$ cat config.mk
export PLATFORM = sky130hd
export DESIGN_NAME = adc_rd_ctrl
export DESIGN_NICKNAME = d
export VERILOG_FILES = /design/src/rtl/adc_rd_pkg.sv /design/src/rtl/adc_rd_timer.sv /design/src/rtl/adc_rd_assemble.sv /design/src/rtl/adc_rd_ctrl.sv
export SDC_FILE = /design/constraint.sdc
export NUM_CORES = 1
export LEC_CHECK = 0
export BUFFER_PORTS_ARGS = -buffer_cell sky130_fd_sc_hd__buf_4
export CAP_MARGIN = 20
export CORE_MARGIN = 8
export CORE_UTILIZATION = 37
export DETAILED_ROUTE_END_ITERATION = 10
export HOLD_SLACK_MARGIN = 0.15
export PLACE_DENSITY = 0.68
export SYNTH_ARGS = -nofsm -noshare
export SYNTH_HDL_FRONTEND = slang
export SYNTH_SLANG_ARGS = --single-unit
export TNS_END_PERCENT = 5
$ cat constraint.sdc
create_clock -name clk_i -period 6.4 [get_ports clk_i]
set_input_delay 0.96 -clock clk_i [delete_from_list [all_inputs] [get_ports clk_i]]
set_output_delay 0.96 -clock clk_i [all_outputs]
set_load 0.005 [all_outputs]
$ cat src/rtl/adc_rd_pkg.sv
package adc_rd_pkg;
  localparam int unsigned WORD_W = 18;

  localparam logic [1:0] MODE_W18 = 2'd0;
  localparam logic [1:0] MODE_W16 = 2'd1;
  localparam logic [1:0] MODE_W8  = 2'd2;

  typedef enum logic [2:0] {
    ST_BOOT, ST_IDLE, ST_CONV_CS, ST_CONV_LO, ST_WAIT, ST_SETUP, ST_RD_LO, ST_RD_HI
  } state_e;

  // {byte_sel, bus_sel} for read slot idx
  function automatic logic [1:0] read_sel(input logic [1:0] mode, input logic [1:0] idx);
    if (mode == MODE_W16) return (idx == 2'd1) ? 2'b01 : 2'b00;
    if (mode == MODE_W8) begin
      if (idx == 2'd0) return 2'b00;
      if (idx == 2'd1) return 2'b10;
      return 2'b11;
    end
    return 2'b00;
  endfunction
endpackage

$ cat src/rtl/adc_rd_timer.sv
module adc_rd_timer #(
  parameter int unsigned CW = 4
) (
  input  logic          clk_i,
  input  logic          rst_ni,
  input  logic          load_i,
  input  logic [CW-1:0] val_i,
  output logic          zero_o
);
  logic [CW-1:0] cnt_q;

  always_ff @(posedge clk_i or negedge rst_ni) begin
    if (!rst_ni)          cnt_q <= '0;
    else if (load_i)      cnt_q <= val_i;
    else if (cnt_q != '0) cnt_q <= cnt_q - 1'b1;
  end

  assign zero_o = (cnt_q == '0);
endmodule

$ cat src/rtl/adc_rd_assemble.sv
module adc_rd_assemble import adc_rd_pkg::*; (
  input  logic              clk_i,
  input  logic              rst_ni,
  input  logic              cap_i,
  input  logic [1:0]        mode_i,
  input  logic [1:0]        idx_i,
  input  logic [WORD_W-1:0] data_i,
  output logic [WORD_W-1:0] word_o
);
  logic [WORD_W-1:0] word_q;

  always_ff @(posedge clk_i or negedge rst_ni) begin
    if (!rst_ni) begin
      word_q <= '0;
    end else if (cap_i) begin
      if (mode_i == MODE_W16) begin
        if (idx_i == 2'd0) word_q <= {data_i[17:2], 2'b00};
        else               word_q[1:0] <= data_i[3:2];
      end else if (mode_i == MODE_W8) begin
        if (idx_i == 2'd0)      word_q <= {data_i[17:10], 10'd0};
        else if (idx_i == 2'd1) word_q[9:2] <= data_i[17:10];
        else                    word_q[1:0] <= data_i[11:10];
      end else begin
        word_q <= data_i;
      end
    end
  end

  assign word_o = word_q;

  AST_W18_ONE_SLOT: assert property (@(posedge clk_i) disable iff (!rst_ni)
    (cap_i && (mode_i == MODE_W18 || mode_i == 2'd3)) |-> (idx_i == 2'd0));
  AST_W16_TWO_SLOTS: assert property (@(posedge clk_i) disable iff (!rst_ni)
    (cap_i && mode_i == MODE_W16) |-> (idx_i <= 2'd1));
  AST_W8_THREE_SLOTS: assert property (@(posedge clk_i) disable iff (!rst_ni)
    (cap_i && mode_i == MODE_W8) |-> (idx_i <= 2'd2));
endmodule

$ cat src/rtl/adc_rd_ctrl.sv
module adc_rd_ctrl import adc_rd_pkg::*; #(
  parameter int unsigned CONV_LOW   = 4,
  parameter int unsigned PRE_QUIET  = 13,
  parameter int unsigned POST_QUIET = 4,
  parameter int unsigned SETUP_CYC  = 1,
  parameter int unsigned RD_LOW     = 3,
  parameter int unsigned RD_HIGH    = 2,
  parameter int unsigned INIT_READS = 3
) (
  input  logic              clk_i,
  input  logic              rst_ni,
  input  logic [1:0]        mode_i,
  input  logic              skip_last_i,
  input  logic              start_i,
  input  logic              tick_i,
  input  logic              busy_adc_i,
  input  logic [WORD_W-1:0] data_i,
  output logic              convst_n_o,
  output logic              cs_n_o,
  output logic              rd_n_o,
  output logic              byte_sel_o,
  output logic              bus_sel_o,
  output logic [WORD_W-1:0] sample_o,
  output logic              done_o,
  output logic              busy_o
);
  function automatic int unsigned max2(input int unsigned a, input int unsigned b);
    return (a > b) ? a : b;
  endfunction

  localparam int unsigned T_MAX = max2(max2(CONV_LOW, POST_QUIET), max2(max2(SETUP_CYC, RD_LOW), RD_HIGH));
  localparam int unsigned TW    = $clog2(T_MAX + 1);
  localparam int unsigned QW    = $clog2(PRE_QUIET + 1);
  localparam int unsigned IW    = $clog2(max2(INIT_READS, 3));

  state_e            state_q, state_d;
  logic [IW-1:0]     idx_q, last_idx;
  logic [1:0]        mode_q, sel_cur, sel_prev_q, nrd;
  logic [QW-1:0]     qcnt_q, qcnt_d;
  logic [TW-1:0]     ph_val;
  logic [WORD_W-1:0] word, sample_q;
  logic init_q, pend_q, fall_q, busy_q, done_q, skip_q;
  logic req, act, go, ph_load, ph_zero, post_zero, cap, seq_end;

  assign req = start_i | tick_i;

  always_comb begin
    sel_cur = 2'b00;
    if (!init_q && state_q inside {ST_SETUP, ST_RD_LO, ST_RD_HI})
      sel_cur = read_sel(mode_q, idx_q[1:0]);
  end

  // quiet-run tracking for the convert-start blackout
  assign act    = (state_q == ST_RD_LO) || (sel_cur != sel_prev_q);
  assign qcnt_d = act ? '0 : ((qcnt_q == QW'(PRE_QUIET)) ? qcnt_q : qcnt_q + 1'b1);
  assign go     = (pend_q || req) && (qcnt_d >= QW'(PRE_QUIET - 1));

  always_comb begin
    unique case (mode_q)
      MODE_W16: nrd = skip_q ? 2'd1 : 2'd2;
      MODE_W8:  nrd = skip_q ? 2'd2 : 2'd3;
      default:  nrd = 2'd1;
    endcase
  end

  assign last_idx = init_q ? IW'(INIT_READS - 1) : IW'(nrd - 2'd1);
  assign seq_end  = (state_q == ST_RD_HI) && ph_zero && (idx_q == last_idx);

  always_comb begin
    state_d = state_q;
    unique case (state_q)
      ST_BOOT:    state_d = ST_SETUP;
      ST_IDLE:    if (go) state_d = ST_CONV_CS;
      ST_CONV_CS: state_d = ST_CONV_LO;
      ST_CONV_LO: if (ph_zero) state_d = ST_WAIT;
      ST_WAIT:    if (fall_q && post_zero) state_d = ST_SETUP;
      ST_SETUP:   if (ph_zero) state_d = ST_RD_LO;
      ST_RD_LO:   if (ph_zero) state_d = ST_RD_HI;
      ST_RD_HI:   if (ph_zero) state_d = seq_end ? ST_IDLE : ST_SETUP;
      default:    state_d = ST_IDLE;
    endcase
  end

  assign ph_load = (state_d != state_q);
  always_comb begin
    unique case (state_d)
      ST_CONV_LO: ph_val = TW'(CONV_LOW - 1);
      ST_SETUP:   ph_val = TW'(SETUP_CYC - 1);
      ST_RD_LO:   ph_val = TW'(RD_LOW - 1);
      ST_RD_HI:   ph_val = TW'(RD_HIGH - 1);
      default:    ph_val = '0;
    endcase
  end

  adc_rd_timer #(.CW(TW)) u_phase (
    .clk_i(clk_i), .rst_ni(rst_ni), .load_i(ph_load), .val_i(ph_val), .zero_o(ph_zero)
  );

  adc_rd_timer #(.CW(TW)) u_post (
    .clk_i(clk_i), .rst_ni(rst_ni), .load_i(state_q == ST_CONV_CS),
    .val_i(TW'(POST_QUIET)), .zero_o(post_zero)
  );

  assign cap = (state_q == ST_RD_LO) && ph_zero && !init_q;

  adc_rd_assemble u_asm (
    .clk_i(clk_i), .rst_ni(rst_ni), .cap_i(cap), .mode_i(mode_q),
    .idx_i(idx_q[1:0]), .data_i(data_i), .word_o(word)
  );

  always_ff @(posedge clk_i or negedge rst_ni) begin
    if (!rst_ni) begin
      state_q    <= ST_BOOT;
      idx_q      <= '0;
      init_q     <= 1'b1;
      pend_q     <= 1'b0;
      fall_q     <= 1'b0;
      busy_q     <= 1'b0;
      done_q     <= 1'b0;
      mode_q     <= MODE_W18;
      skip_q     <= 1'b0;
      sel_prev_q <= 2'b00;
      qcnt_q     <= '0;
      sample_q   <= '0;
    end else begin
      state_q    <= state_d;
      busy_q     <= busy_adc_i;
      sel_prev_q <= sel_cur;
      qcnt_q     <= qcnt_d;
      pend_q     <= (state_q == ST_IDLE) && !go && (pend_q || req);
      if (state_q == ST_CONV_CS)
        fall_q <= 1'b0;
      else if (state_q inside {ST_CONV_LO, ST_WAIT} && busy_q && !busy_adc_i)
        fall_q <= 1'b1;
      if (state_q == ST_IDLE && go) begin
        mode_q <= mode_i;
        skip_q <= skip_last_i;
      end
      if (state_q == ST_RD_HI && ph_zero) begin
        if (seq_end) begin
          idx_q  <= '0;
          init_q <= 1'b0;
        end else begin
          idx_q <= idx_q + 1'b1;
        end
      end
      done_q <= seq_end && !init_q;
      if (seq_end && !init_q) sample_q <= word;
    end
  end

  assign convst_n_o = (state_q != ST_CONV_LO);
  assign cs_n_o     = (state_q inside {ST_BOOT, ST_IDLE});
  assign rd_n_o     = (state_q != ST_RD_LO);
  assign byte_sel_o = sel_cur[1];
  assign bus_sel_o  = sel_cur[0];
  assign sample_o   = sample_q;
  assign done_o     = done_q;
  assign busy_o     = (state_q != ST_IDLE);

  AST_CS_BEFORE_CONVST: assert property (@(posedge clk_i) disable iff (!rst_ni)
    $fell(convst_n_o) |-> $past(!cs_n_o));
  AST_CS_DURING_CONVST: assert property (@(posedge clk_i) disable iff (!rst_ni)
    !convst_n_o |-> !cs_n_o);
  AST_NO_READ_IN_CONVST: assert property (@(posedge clk_i) disable iff (!rst_ni)
    !convst_n_o |-> rd_n_o);
  AST_SEL_HOLD_READ: assert property (@(posedge clk_i) disable iff (!rst_ni)
    (!rd_n_o && $past(!rd_n_o)) |-> $stable({byte_sel_o, bus_sel_o}));
  AST_DONE_SINGLE: assert property (@(posedge clk_i) disable iff (!rst_ni)
    done_o |=> !done_o);
  AST_READ_WHILE_BUSY: assert property (@(posedge clk_i) disable iff (!rst_ni)
    !rd_n_o |-> busy_o);
endmodule

# Word level (Yosys, flattened, before mapping)
# Cells that the tools add are included.
# word_totals
ff_bits	61
input_bits	26
out_inout_bits	25
word_cells	136
# op_classes
add_sub_neg	5
n_lt_le_gt_ge	1
eq_ne	24
n_mux	54
n_bitwise	1
reduce_logical	34
# ops
op	n
18-bit 2-to-1 mux	2
3-bit 2-to-1 mux	11
2-bit 2-to-1 mux	14
3-bit one-hot mux with 8 select lines	1
3-bit == test (second input constant)	6
1-bit 2-to-1 mux	18
16-bit 2-to-1 mux	1
8-bit 2-to-1 mux	2
1-bit logical AND	13
10-bit 2-to-1 mux	1
2-bit nonzero test	5
3-bit by 2-bit == test with 1-bit output (second input constant)	3
3-bit zero test	3
3-bit nonzero test	3
4-bit 2-to-1 mux	2
3-bit by 1-bit inequality test with 1-bit output (second input constant)	2
2-bit one-hot mux with 3 select lines	1
3-bit AND reduction	2
3-bit by 1-bit subtractor with 3-bit output (second input constant)	2
4-bit by 1-bit adder with 4-bit output (second input constant)	1
2-bit by 1-bit == test with 1-bit output (second input constant)	2
4-bit == test (second input constant)	1
4-bit >= comparator (second input constant)	1
2-bit by 1-bit inequality test with 1-bit output (second input constant)	2
16 further kinds	20

# Depth between registers and ports, before layout
# logic_depth
depth_word	26
ltp_mapped	11

# By module
# From an unflattened synthesis, not the netlist that was laid out.
# unflattened
cells_unflattened	291
hier_area_um2	3238.1
# modules_own_cells
mod	instances	cells_each	area_per_inst_um2	seq_area_each_um2
adc_rd_ctrl	1	174	1981.9	927.1
adc_rd_assemble	1	75	853.3	450.4
adc_rd_timer	2	21	201.4	75.1

# Worst setup path before layout
# No wires, ideal clock.
# synth_timing
kind	flip-flop to flip-flop
from	reg mode_q[0]
to	reg sample_q[10] (netlist: sample_o[10])
t_arrival_ns	2.219
slack_ns	4.056
stages_incl_launch_ff	12
path_buffers	3
cell_sequence	dfrtp_1 > inv_1 > ha_1 > buf_6 > nor2b_4 > a2111oi_2 > xnor2_1 > and3_4 > nor2b_4 > buf_6 > buf_6 > mux2_4
# synth_via
elab_chain_cells	7
# synth_rtl
element	line	text
from (decl)	adc_rd_ctrl.sv:38	logic [1:0] mode_q, sel_cur, sel_prev_q, nrd;
from (signal assigned)	adc_rd_ctrl.sv:136	mode_q <= mode_i;
2-bit == test / 2-bit by 1-bit == test with 1-bit output (equally long branches)	adc_rd_ctrl.sv:59	unique case (mode_q)
2-bit one-hot mux with 2 select lines *	adc_rd_ctrl.sv:59	
2-bit by 1-bit subtractor with 2-bit output *	adc_rd_ctrl.sv:66	assign last_idx = init_q ? IW'(INIT_READS - 1) : IW'(nrd - 2'd1);
2-bit 2-to-1 mux *	adc_rd_ctrl.sv:66	
2-bit == test *	adc_rd_ctrl.sv:67	assign seq_end = (state_q == ST_RD_HI) && ph_zero && (idx_q == last_idx);
1-bit logical AND *	adc_rd_ctrl.sv:67	
1-bit logical AND *	adc_rd_ctrl.sv:148	if (seq_end && !init_q) sample_q <= word;
to (signal assigned)	adc_rd_ctrl.sv:148	
to (decl)	adc_rd_ctrl.sv:41	logic [WORD_W-1:0] word, sample_q;
# Mark *: on every way between the ends. The rest lies on a longest branch, timed or not.
# A chain may end at the register's enable or synchronous reset.

# Worst setup path after layout
# layout_timing
from	reg mode_q[1]
to	out byte_sel_o
# layout_via
elab_chain_cells	7
# layout_rtl
element	line	text
2-bit == test	adc_rd_pkg.sv:15	if (mode == MODE_W8) begin
1-bit 2-to-1 mux (2 in series)	adc_rd_pkg.sv:15	
1-bit 2-to-1 mux	adc_rd_ctrl.sv:49	if (!init_q && state_q inside {ST_SETUP, ST_RD_LO, ST_RD_HI})
2-bit 2-to-1 mux	adc_rd_pkg.sv:20	return 2'b00;
2-bit 2-to-1 mux *	adc_rd_pkg.sv:15	
2-bit 2-to-1 mux *	adc_rd_ctrl.sv:49	
to (decl)	adc_rd_ctrl.sv:21	output logic byte_sel_o,
# Mark *: on every way between the ends. The rest lies on a longest branch, timed or not. The select of a mux whose other input is x is not followed.

==> flow_summary.ini <==
[floorplanning]
die-area_um2 = 11500
io_pins = 51
die_w_um = 107
core_um2 = 8130
rows = 33
die_h_um = 107
initial_utilization_pct = 37.7

[clock_network]
postCtsSetupBuffers = 0
cts_sinks = 61
cts_made_buffers = 9
root_buffer = clkbuf_8
htree_levels = 3
clockBufferDepth = 2
cts_hold_buf = 0
cts_tree = built
cts_resized = 0
insertion_delay_ns = 0.34
clkSlewWorstSetupHoldPaths_ns = 0.07

[route]
vias = 2234
drt-initial-drc-count = 58
ant_nets = 0
drc = 0
wirelength_um = 6520
wl_per_cell_um = 14.7
dr.pass1.iters = 4
vias_per_cell = 5.04

[worst_setup_path]
critPathSlowestCell = nor4_1
path_cells = inv_1 > ha_1 > nand2b_1 > nor4_1 > buf_4
endpoint_kind = primary output
crit_type = flip-flop to primary output
path_depth = 5
reg2reg_from = mode_q[1]
critPathTopFamily = simple AND/OR/NAND/NOR gates
start_kind = flip-flop
crit_end = byte_sel_o
critPathMaxFanout = 12
reg2regPathDepth = 8
cp_num_buf_inv = 2
critPathLaunch = mode_q[1]
crit_arrival_ns = 2.18
critPathMaxStageDelay_ns = 0.49
cp.required_ns = 5.44
r2r-end = mode_q[0]
reg2reg_slack_ns = 3.57

[synthesis]
synth_top_area_share_pct = 49.0
ys.flop_type = dfrtp_1
yosysTopAreaCell = dfrtp_1
synthesis.area_um2 = 3060
synth_sequential_area_ratio_pct = 49.9
synth_edf_count = 0
yosys_register_bits = 61
yosysWarnings = 0
synth_cell_type_count = 46
netlist_instances = 282
synth_most_common_cell = dfrtp_1
synth_common_cells = dfrtp_1, nor2_1, a21oi_1, nand2_1, inv_1
yosys-top-cells-area = dfrtp_1, ha_1, mux2_1, mux2_4, nor2_1
avgSynthCellArea_um2 = 10.9
syn-num-nets = 320
synthArstFlopShare_pct = 100

[pwr]
pwr-share-seq_pct = 38.6
pwr-share-clk_pct = 23.7
power.internal_mw = 1.15
ir_drop_v = 0.000302
power.density_nw_per_um2 = 469
p_sw_share_pct = 34.3
pwr-share-comb_pct = 37.7
p_leak_nw = 1.71
p_switching_uw = 603

[layout]
instances_no_fill = 443
n_fill_cell = 735
finish.instance_area_um2 = 3750
area_growth_pct = 22.3
antennaDiodeCount = 0
fin_nets = 371
drive_gt1_share_pct = 26.6

[worst_hold_path]
hp-class = flip-flop to flip-flop

[placed_design]
gp_congestion = 0.771
io_buffer_count = 50
postPlaceCellArea_um2 = 3510
hpwl_um = 4660
dp.cells = 427

[run_status]
status = complete, no violations

[timing]
rsz0062_at_grt = false
finalCritPeriodShare_pct = 49.1
hold_ws_ns = 0.475
fmax_ghz = 0.319
tightest_slew_ns = 0.772
final-hold-violation-count = 0
finalMaxSlewViolations = 0
fin_tns_setup_ns = 0
slew_headroom_pct = 48.2
finalClockSkew_ns = 0.0111
fin_crit_ns = 3.14
setup_violations = 0

[grt]
grt_pass1_vias = 2324
antenna_found_initial = 0
overflow = 0
grt_max_degree = 62
grt_pass1_wl_um = 11100
grt.total_usage_pct = 12.2

[job]
max-cap-violations = 0
-- routing by layer --
metal / vias up / global-route usage, % / wire length [µm]
met1: 1076 / 15.2 / 3090
met3: 10 / 4.20 / 404
met2: 54 / 18.8 / 2930
li1: 1094 / - / -
met4: 0 / 4.82 / 99
met5: - / 0 / 0
-- sequential cells by signal (all words and copies together) (netlist names), 2 cells and up --
signal,count
sample_o,18
mode_q,2
qcnt_q,4
idx_q,2
u_phase.cnt_q,3
u_post.cnt_q,3
u_asm.word_o,18
state_q,3
sel_prev_q,2
-- cells by family (layout without fill, tap and decap cells) --
logic type | after synthesis | in the layout | synth area share (%)
AOI/OAI and AO/OA | 61 | 61 | 12.5
xor gates and xnor gates | 6 | 6 | 1.71
adders and majority gates | 12 | 12 | 4.90
buffers and inverters | 25 | 81 | 3.84
DFF | 61 | 61 | 49.9
muxes | 31 | 31 | 12.5
and+or+nand+nor | 86 | 86 | 14.7
-- stage by stage --
step	util, %	total power [mW]	worst slack (ns)
finish	46.1	1.76	3.26
global placement	43.1	1.33	3.73
CTS	46.1	1.78	3.27
global route	46.1	1.90	3.09
floorplan	-	1.13	4.06
detailed placement	43.1	1.35	3.61
-- worst min path at each step --
stage               cells after the start            start  slack, ns              end
floorplan                               2  u_asm.word_o[0]       0.45  u_asm.word_o[0]
global placement                        2  u_asm.word_o[1]       0.46  u_asm.word_o[1]
detailed placement                      2  u_asm.word_o[1]       0.47  u_asm.word_o[1]
CTS                                     2  u_asm.word_o[1]       0.48  u_asm.word_o[1]
global route                            1     sample_o[17]       0.50     sample_o[17]
finish                                  2  u_asm.word_o[1]       0.47  u_asm.word_o[1]
-- cells in the final DEF (no fill, tap or decap), types with 2 or more instances in the layout --
master,synthesis,layout
a211o_1,2,2
a211oi_1,4,4
a21oi_1,21,21
a22oi_1,8,8
a31oi_1,5,5
and2_1,2,2
buf_4,0,50
bufinv_16,0,3
clkbuf_8,0,9
dfrtp_1,60,60
ha_1,12,12
inv_1,15,15
mux2_1,13,13
mux2_2,9,9
mux2_4,9,9
nand2_1,16,16
nand2b_1,6,6
nand3_1,7,7
nor2_1,30,30
nor2b_1,7,7
nor2b_4,2,2
nor3_1,4,4
nor4_1,3,3
o21ai_0,9,9
o21ai_1,3,3
xnor2_1,5,5
-- final cells by class --
| type | count | area (µm²) | area share [%] |
|---|---|---|---|
| Sequential cell | 61 | 1530 | 40.8 |
| Clock inverter | 6 | 111 | 2.97 |
| Timing Repair Buffer | 50 | 375 | 10.0 |
| Inverter | 15 | 56.3 | 1.50 |
| Clock buffer | 10 | 128 | 3.40 |
| Multi-Input combinational cell | 196 | 1420 | 37.9 |
| Tap cell | 105 | 131 | 3.50 |
-- power by group through the flow --
| stage | clock [mW] | combinational [mW] | sequential [mW] |
|---|---|---|---|
| 2_1_floorplan | 0 | 0.485 | 0.641 |
| 3_3_place_gp | 0 | 0.649 | 0.676 |
| 3_5_place_dp | 0 | 0.667 | 0.684 |
| 4_1_cts | 0.428 | 0.672 | 0.676 |
| 5_1_grt | 0.443 | 0.757 | 0.702 |
| 6_report | 0.417 | 0.662 | 0.678 |
-- worst reg2reg max path, stage by stage, from the launching register on --
cell	delay [ns]
dfrtp_1	0.39
inv_1	0.05
ha_1	0.33
nand2b_1	0.38
nor4_1	0.49
and3_1	0.28
o21ai_1	0.11
nor2_1	0.32
mux2_1	0.37
Power figures use the tool's default switching activity.
